<file path="src/rtl/fdiv_pkg.sv">
package fdiv_pkg;
  typedef enum logic {
    MOD_BASE = 1'b0,
    MOD_PLUS = 1'b1
  } mod_kind_e;
endpackage

</file>
<file path="src/rtl/phase_accum.sv">
module phase_accum #(
  parameter int ACC_W = 6
) (
  input  logic             clk,
  input  logic             rst,
  input  logic             step_en,
  input  logic [ACC_W-1:0] step,
  output logic [ACC_W-1:0] acc_q,
  output logic             wrap
);
  localparam int SUM_W = ACC_W + 1;

  function automatic logic [SUM_W-1:0] acc_sum(input logic [ACC_W-1:0] a,
                                               input logic [ACC_W-1:0] b);
    return {1'b0, a} + {1'b0, b};
  endfunction

  logic [SUM_W-1:0] sum_w;
  assign sum_w = acc_sum(acc_q, step);
  assign wrap  = sum_w[ACC_W];

  always_ff @(posedge clk) begin
    if (rst) acc_q <= '0;
    else if (step_en) acc_q <= sum_w[ACC_W-1:0];
  end

  AST_ACC_HOLD: assert property (@(posedge clk) disable iff (rst)
    !step_en |=> $stable(acc_q));
  AST_WRAP_DROPS: assert property (@(posedge clk) disable iff (rst)
    (step_en && wrap) |=> (acc_q < $past(acc_q)));
endmodule

</file>
<file path="src/rtl/dual_mod_counter.sv">
module dual_mod_counter #(
  parameter int CNT_W = 8
) (
  input  logic             clk,
  input  logic             rst,
  input  logic [CNT_W-1:0] base_mod,
  input  logic             plus_one,
  output logic             term
);
  function automatic logic [CNT_W-1:0] reload_val(input logic [CNT_W-1:0] m,
                                                  input logic ext);
    logic [CNT_W:0] t;
    t = {1'b0, m} + {{CNT_W{1'b0}}, ext} - 1'b1;
    return t[CNT_W-1:0];
  endfunction

  logic [CNT_W-1:0] cnt_q;
  assign term = (cnt_q == '0);

  always_ff @(posedge clk) begin
    if (rst) cnt_q <= reload_val(base_mod, 1'b0);
    else if (term) cnt_q <= reload_val(base_mod, plus_one);
    else cnt_q <= cnt_q - 1'b1;
  end

  AST_PULSE_ISOLATED: assert property (@(posedge clk) disable iff (rst)
    (term && base_mod >= 2 && $stable(base_mod)) |=> !term);
endmodule

</file>
<file path="src/rtl/frac_divider.sv">
module frac_divider #(
  parameter int INT_W  = 8,
  parameter int FRAC_W = 6
) (
  input  logic              clk,
  input  logic              rst,
  input  logic [INT_W-1:0]  mod_int,
  input  logic [FRAC_W-1:0] frac_word,
  output logic              div_pulse,
  output logic              mod_sel
);
  import fdiv_pkg::*;

  logic              tick;
  logic              wrap;
  logic [FRAC_W-1:0] phase;
  mod_kind_e         kind_q;

  dual_mod_counter #(.CNT_W(INT_W)) u_cnt (
    .clk(clk), .rst(rst), .base_mod(mod_int),
    .plus_one(wrap), .term(tick)
  );

  phase_accum #(.ACC_W(FRAC_W)) u_acc (
    .clk(clk), .rst(rst), .step_en(tick), .step(frac_word),
    .acc_q(phase), .wrap(wrap)
  );

  always_ff @(posedge clk) begin
    if (rst) kind_q <= MOD_BASE;
    else if (tick) kind_q <= wrap ? MOD_PLUS : MOD_BASE;
  end

  assign div_pulse = tick;
  assign mod_sel   = (kind_q == MOD_PLUS);

  AST_SEL_HOLD: assert property (@(posedge clk) disable iff (rst)
    !tick |=> $stable(mod_sel));
  AST_WRAP_EXTENDS: assert property (@(posedge clk) disable iff (rst)
    (tick && wrap) |=> mod_sel);
  AST_ZERO_NO_EXT: assert property (@(posedge clk) disable iff (rst)
    (tick && frac_word == '0) |=> !mod_sel);
endmodule

</file>
<file path="config.mk">
export PLATFORM = sky130hd
export DESIGN_NAME = frac_divider
export DESIGN_NICKNAME = d
export VERILOG_FILES = /design/src/rtl/fdiv_pkg.sv /design/src/rtl/phase_accum.sv /design/src/rtl/dual_mod_counter.sv /design/src/rtl/frac_divider.sv
export SDC_FILE = /design/constraint.sdc
export NUM_CORES = 1
export LEC_CHECK = 0
export ABC_AREA = 1
export CORE_UTILIZATION = 35
export DETAILED_ROUTE_END_ITERATION = 16
export PLACE_DENSITY = 0.52
export SYNTH_ARGS = -nofsm -noshare
export SYNTH_HDL_FRONTEND = slang
export SYNTH_SLANG_ARGS = --single-unit
</file>
<file path="constraint.sdc">
create_clock -name clk -period 6.8 [get_ports clk]
set_input_delay 2.04 -clock clk [delete_from_list [all_inputs] [get_ports clk]]
set_output_delay 2.04 -clock clk [all_outputs]
set_load 0.02 [all_outputs]
</file>
; ---- After elaboration in Yosys (flattened, before gate mapping)
; Cells that the tools add are included.
[word_totals]
reg_bits = 15
inputBits = 16
wordCells = 12
[classes]
n_addsub = 5
mux = 3
reduce_logical = 1
[ops]
columns = operator, n
row1 = $sub A8 B1 Y8 const B, 3
row2 = $mux W8, 2
row3 = $add A8 B1 Y8, 1
row4 = $logic_not A8 Y1, 1
row5 = $add A6 B6 Y7, 1
row6 = $mux W1, 1

; ---- Logic depth before layout (Yosys ltp)
; Gate-level depths: netlist of the first run.
[depth]
ltp_word = 5
ltp_mapped = 15
ltp_nobuf = 15

; ---- Hierarchy
; From an unflattened synthesis of the first run, not the netlist that was laid out.
[unflattened]
cells_unflattened = 212
hier_area_um2 = 1310.0
[modules_own_cells]
columns = module, instances, cells_per_inst, area_per_inst_um2
row1 = dual_mod_counter, 1, 138, 810.8
row2 = phase_accum, 1, 67, 454.2
row3 = frac_divider, 1, 7, 45.0

; ---- Least setup slack after synthesis of the first run
; OpenSTA, ideal clock, no wires.
[synth_timing]
path_kind = input-to-reg
start = in frac_word[0]
end = reg u_cnt.cnt_q[2]
setup_time_ns = 0.119
t_arrival_ns = 3.744
required_time_ns = 6.681
setup_slack_ns = 2.937
path_stages = 12
n_path_buf = 0
path_cell_list = ha_1 inv_1 fa_1 nand3b_1 nand2_1 a21boi_0 ha_1 ha_1 xnor2_1 a21oi_1 o21ai_0 nand2_1
[synth_between]
elab_chain_cells = 5
[synth_rtl]
columns = item, line_no
row1 = "start, declared", frac_divider.sv:8  ; input logic [FRAC_W-1:0] frac_word,
row2 = $add A6 B6 Y7, phase_accum.sv:15  ; return {1'b0, a} + {1'b0, b};
row3 = $add A8 B1 Y8, dual_mod_counter.sv:13  ; t = {1'b0, m} + {{CNT_W{1'b0}}, ext} - 1'b1;
row4 = $sub A8 B1 Y8, dual_mod_counter.sv:13
row5 = $mux W8, dual_mod_counter.sv:22  ; else if (term) cnt_q <= reload_val(base_mod, plus_one);
row6 = $mux W8, dual_mod_counter.sv:21  ; if (rst) cnt_q <= reload_val(base_mod, 1'b0);
row7 = "end signal, assigned", dual_mod_counter.sv:21
row8 = "end signal, assigned", dual_mod_counter.sv:22
row9 = "end signal, assigned", dual_mod_counter.sv:23  ; else cnt_q <= cnt_q - 1'b1;
row10 = "end, declared", dual_mod_counter.sv:17  ; logic [CNT_W-1:0] cnt_q;
; Every way passes these cells.
; A chain may end at the register's enable or synchronous reset.

; ---- Worst setup path after layout of the first run
[layout_timing]
start = reg u_cnt.cnt_q[0]
end = out div_pulse
[layout_between]
elab_chain_cells = 1
[layout_rtl]
columns = item, line_no
row1 = $logic_not A8 Y1, dual_mod_counter.sv:18  ; assign term = (cnt_q == '0);
row2 = "end, declared", frac_divider.sv:9  ; output logic div_pulse,
; Every way passes these cells.

==> results of run 1 <==
[flip-flops by register name (all words and copies together), names as in the netlist]
register / count
mod_sel: 1
u_cnt.cnt_q: 8
u_acc.acc_q: 6
[worst reg2reg max path, delay by kind of cell, from the launching register on]
kind / cells / cell delay, ns
XOR/XNOR: 1 / 0.14
buffers and inverters: 1 / 0.05
adder cells (fa/ha/maj): 4 / 1.07
AND/OR/NAND/NOR: 3 / 0.36
flip-flops: 1 / 0.34
AO/OA/AOI/OAI: 3 / 0.37
[power by group through the flow]
stage	Clock [uW]	Combinational (uW)	Sequential, uW
after global placement	0	67.7	104
after floorplan	0	47.4	103
after detailed placement	0	68.8	105
final	51.6	69.1	103
after CTS	53.6	69.4	102
after global routing	58.0	79.6	103
[path summary, 6_finish.rpt]
path / from / to / slack [ns] / depth (start not counted)
worst max-delay path: u_cnt.cnt_q[0]$_DFF_P_ / div_pulse / 2.52 / 5
worst min-delay path: u_acc.acc_q[0]$_SDFFE_PP0P_ / u_acc.acc_q[0]$_SDFFE_PP0P_ / 0.53 / 2
worst max register to register: u_acc.acc_q[0]$_SDFFE_PP0P_ / u_cnt.cnt_q[2]$_DFF_P_ / 4.41 / 12
worst min register to register: u_acc.acc_q[0]$_SDFFE_PP0P_ / u_acc.acc_q[0]$_SDFFE_PP0P_ / 0.53 / 2
[per-stage QoR]
stage / power, uW / hold slack (ns) / instance area [um^2]
after floorplan: 150.3 / 0.4792 / 1255
after global placement: 171.9 / 0.5042 / 1450
after detailed placement: 173.4 / 0.5162 / 1450
after CTS: 225.5 / 0.5383 / 1478
after global routing: 241.0 / 0.6124 / 1478
final: 223.3 / 0.5324 / 1478
[layer usage]
metal  part of all wire (%)  vias to the layer above  global-route usage [%]
met1                     51                      567                   22.26
met4                   0.51                        0                   2.857
li1                       -                      694                       -
met5                      0                        -                       0
met2                     46                        9                   28.73
met3                    1.9                        2                   3.727
[area by class of cell]
class	instances	area (um^2)
clock inverter	1	5.005
clock buffer	3	22.52
timing repair buffer	17	170.2
inverter	31	116.4
fill	371	1912
tap	46	57.56
sequential	15	300.3
multi-input combinational	156	805.8
[synth_stat cells]
cell | n | area, um^2
nand3b_1 | 1 | 7.510
nand4_1 | 4 | 25.02
nor2_4 | 1 | 11.26
xor2_1 | 3 | 26.28
fa_1 | 1 | 20.02
buf_2 | 2 | 10.01
buf_6 | 2 | 22.52
nor2_2 | 2 | 12.51
or2_2 | 1 | 6.260
xnor2_1 | 1 | 8.760
nand2_1 | 54 | 202.7
a21oi_1 | 11 | 55.05
dfxtp_1 | 15 | 300.3
nor2_1 | 27 | 101.4
ha_1 | 10 | 125.1
nand2_2 | 1 | 6.260
a21boi_0 | 1 | 7.510
o21ai_0 | 14 | 70.07
nand3_1 | 24 | 120.1
inv_1 | 31 | 116.4
[logic make-up (layout without fill, tap and decap cells)]
family                     Yosys count  count (layout)  synth area share, %
buffers and inverters               35              52                11.86
DFF                                 15              15                23.93
adders and majority gates           11              11                11.57
AOI/OAI and AO/OA                   26              26                10.57
and+or+nand+nor                    115             115                39.28
xor gates and xnor gates             4               4                2.792
==> run metrics, run 1 <==
Comb power frac=approximately 31%; Core Area=between 0.003 and 0.004 mm^2; Syn Nets=~230; Final Cycle Share=around 63%; IR drop worst, VDD=75.46 uV; Worst EP arrival=between 2 and 2.5 ns; vias in the first global route=~1,100; Synth Register Bits=15; setup ws final=~2.5 ns; Layout Cells excl Fill=between 200 and 300; CP peak stage delay=0.70 ns; switch share=between 30% and 40%; first-pass GRT wire length=about 4700 um; Overflow after GRT=0; CP Launch Type=flip-flop; crit path max fanout=24; hold buffers post-CTS=0; Hold Path Class=reg2reg; IO Pins=18; die area=roughly 0.0038 mm^2; cell count after placement=approximately 270; CTS tree=done; cells along the critical path=inv_1, ha_1, nand2_2, nor2_4, clkdlybuf4s50_1; Setup Viol. Count Final=0; gpl congestion=roughly 0.89; CTS root buffer=clkbuf_4; Setup Fix Bufs, Post-CTS=0; WP data required=4.76 ns; Post-Syn Instances=206; total CTS buffers=3; Cell variety after synth=20; Initial Util=37.02%; die width=slightly above 60 um; Avg Cell Area, Syn=6.092 um^2; Net Switching=approximately 77 uW; FP Rows=21; Max H-tree Level=1; outcome=completed; area grow syn2layout=17.75%; setup TNS=0 ns; drt drc=0; fmax=~230 MHz; DR vias=1,272; clk slew on worst S/H paths=0.10 ns; clock skew=0.006276 ns; CTS resizes=0; WL final=about 3000 um; CP max stage cell=clkdlybuf4s50_1; DP HPWL=about 2400 um; DRT Pass-1 Iters=4; cell-internal power=~150 uW; Slew Limit Fails=0; clock power share=between 20% and 30%; Worst Tran Pin Value=0.5331 ns; CP Capture Type=output pin; initial antenna violation count=0; synth warn=0; Final Hold Viols=0; number of I/O port buffers=17; Mapped Area=0.001255 mm^2; largest net degree at the start of global routing=25; nets=between 200 and 300; initial drt markers=25; ANT cells=0; Pwr per Cell Area=151.1 mW/mm^2; Worst Path Buf+Inv=2; MaxCap Viol Count=0; unrepaired setup endpoints after global routing=no; Slew HR=between 60% and 70%; routed len/inst=10.97 um; sequential area share after synthesis=a little under a quarter; pre-CTS setup slack=approximately 2.2 ns; GRT Overall Usage=16.90%; Lkg Pwr=around 0.00074 uW; drt via density=4.729; maximum buffer depth of the clock tree=2; fin util=43.60%; Sink Count=15; most common cell after layout, fill and taps aside=nand2_1; sequential power share=between 40% and 50%; layout cells sized above 1=under 10%; delay-heaviest family, CP=buffers and inverters; most frequent cells in the layout=54 x nand2_1, 31 x inv_1, 27 x nor2_1; worst setup path class=reg2out; Clock Latency Late Sink=0.28 ns; min cycle time layout=around 4.3 ns; ANT nets after route=0; height of the die=between 60 and 70 um
No activity file was read; power rests on OpenSTA's default activity.
==> inputs of run 2 (changes only) <==
==> constraint.sdc (replaced) <==
create_clock -name clk -period 4.43 [get_ports clk]
set_input_delay 1.329 -clock clk [delete_from_list [all_inputs] [get_ports clk]]
set_output_delay 1.329 -clock clk [all_outputs]
set_load 0.02 [all_outputs]
==> results of run 2 <==
Same layout as run 1 (identical final DEF). Status: completed.
Among the figures that moved: setup slack after placement 2.243 ns -> 0.5837 ns; setup slack after layout 2.521 ns -> 0.8621 ns; register-to-register setup slack 4.41 ns -> 2.04 ns; total power 223.3 uW -> 342.7 uW; worst IR drop on VDD 75.46 uV -> 115.8 uV
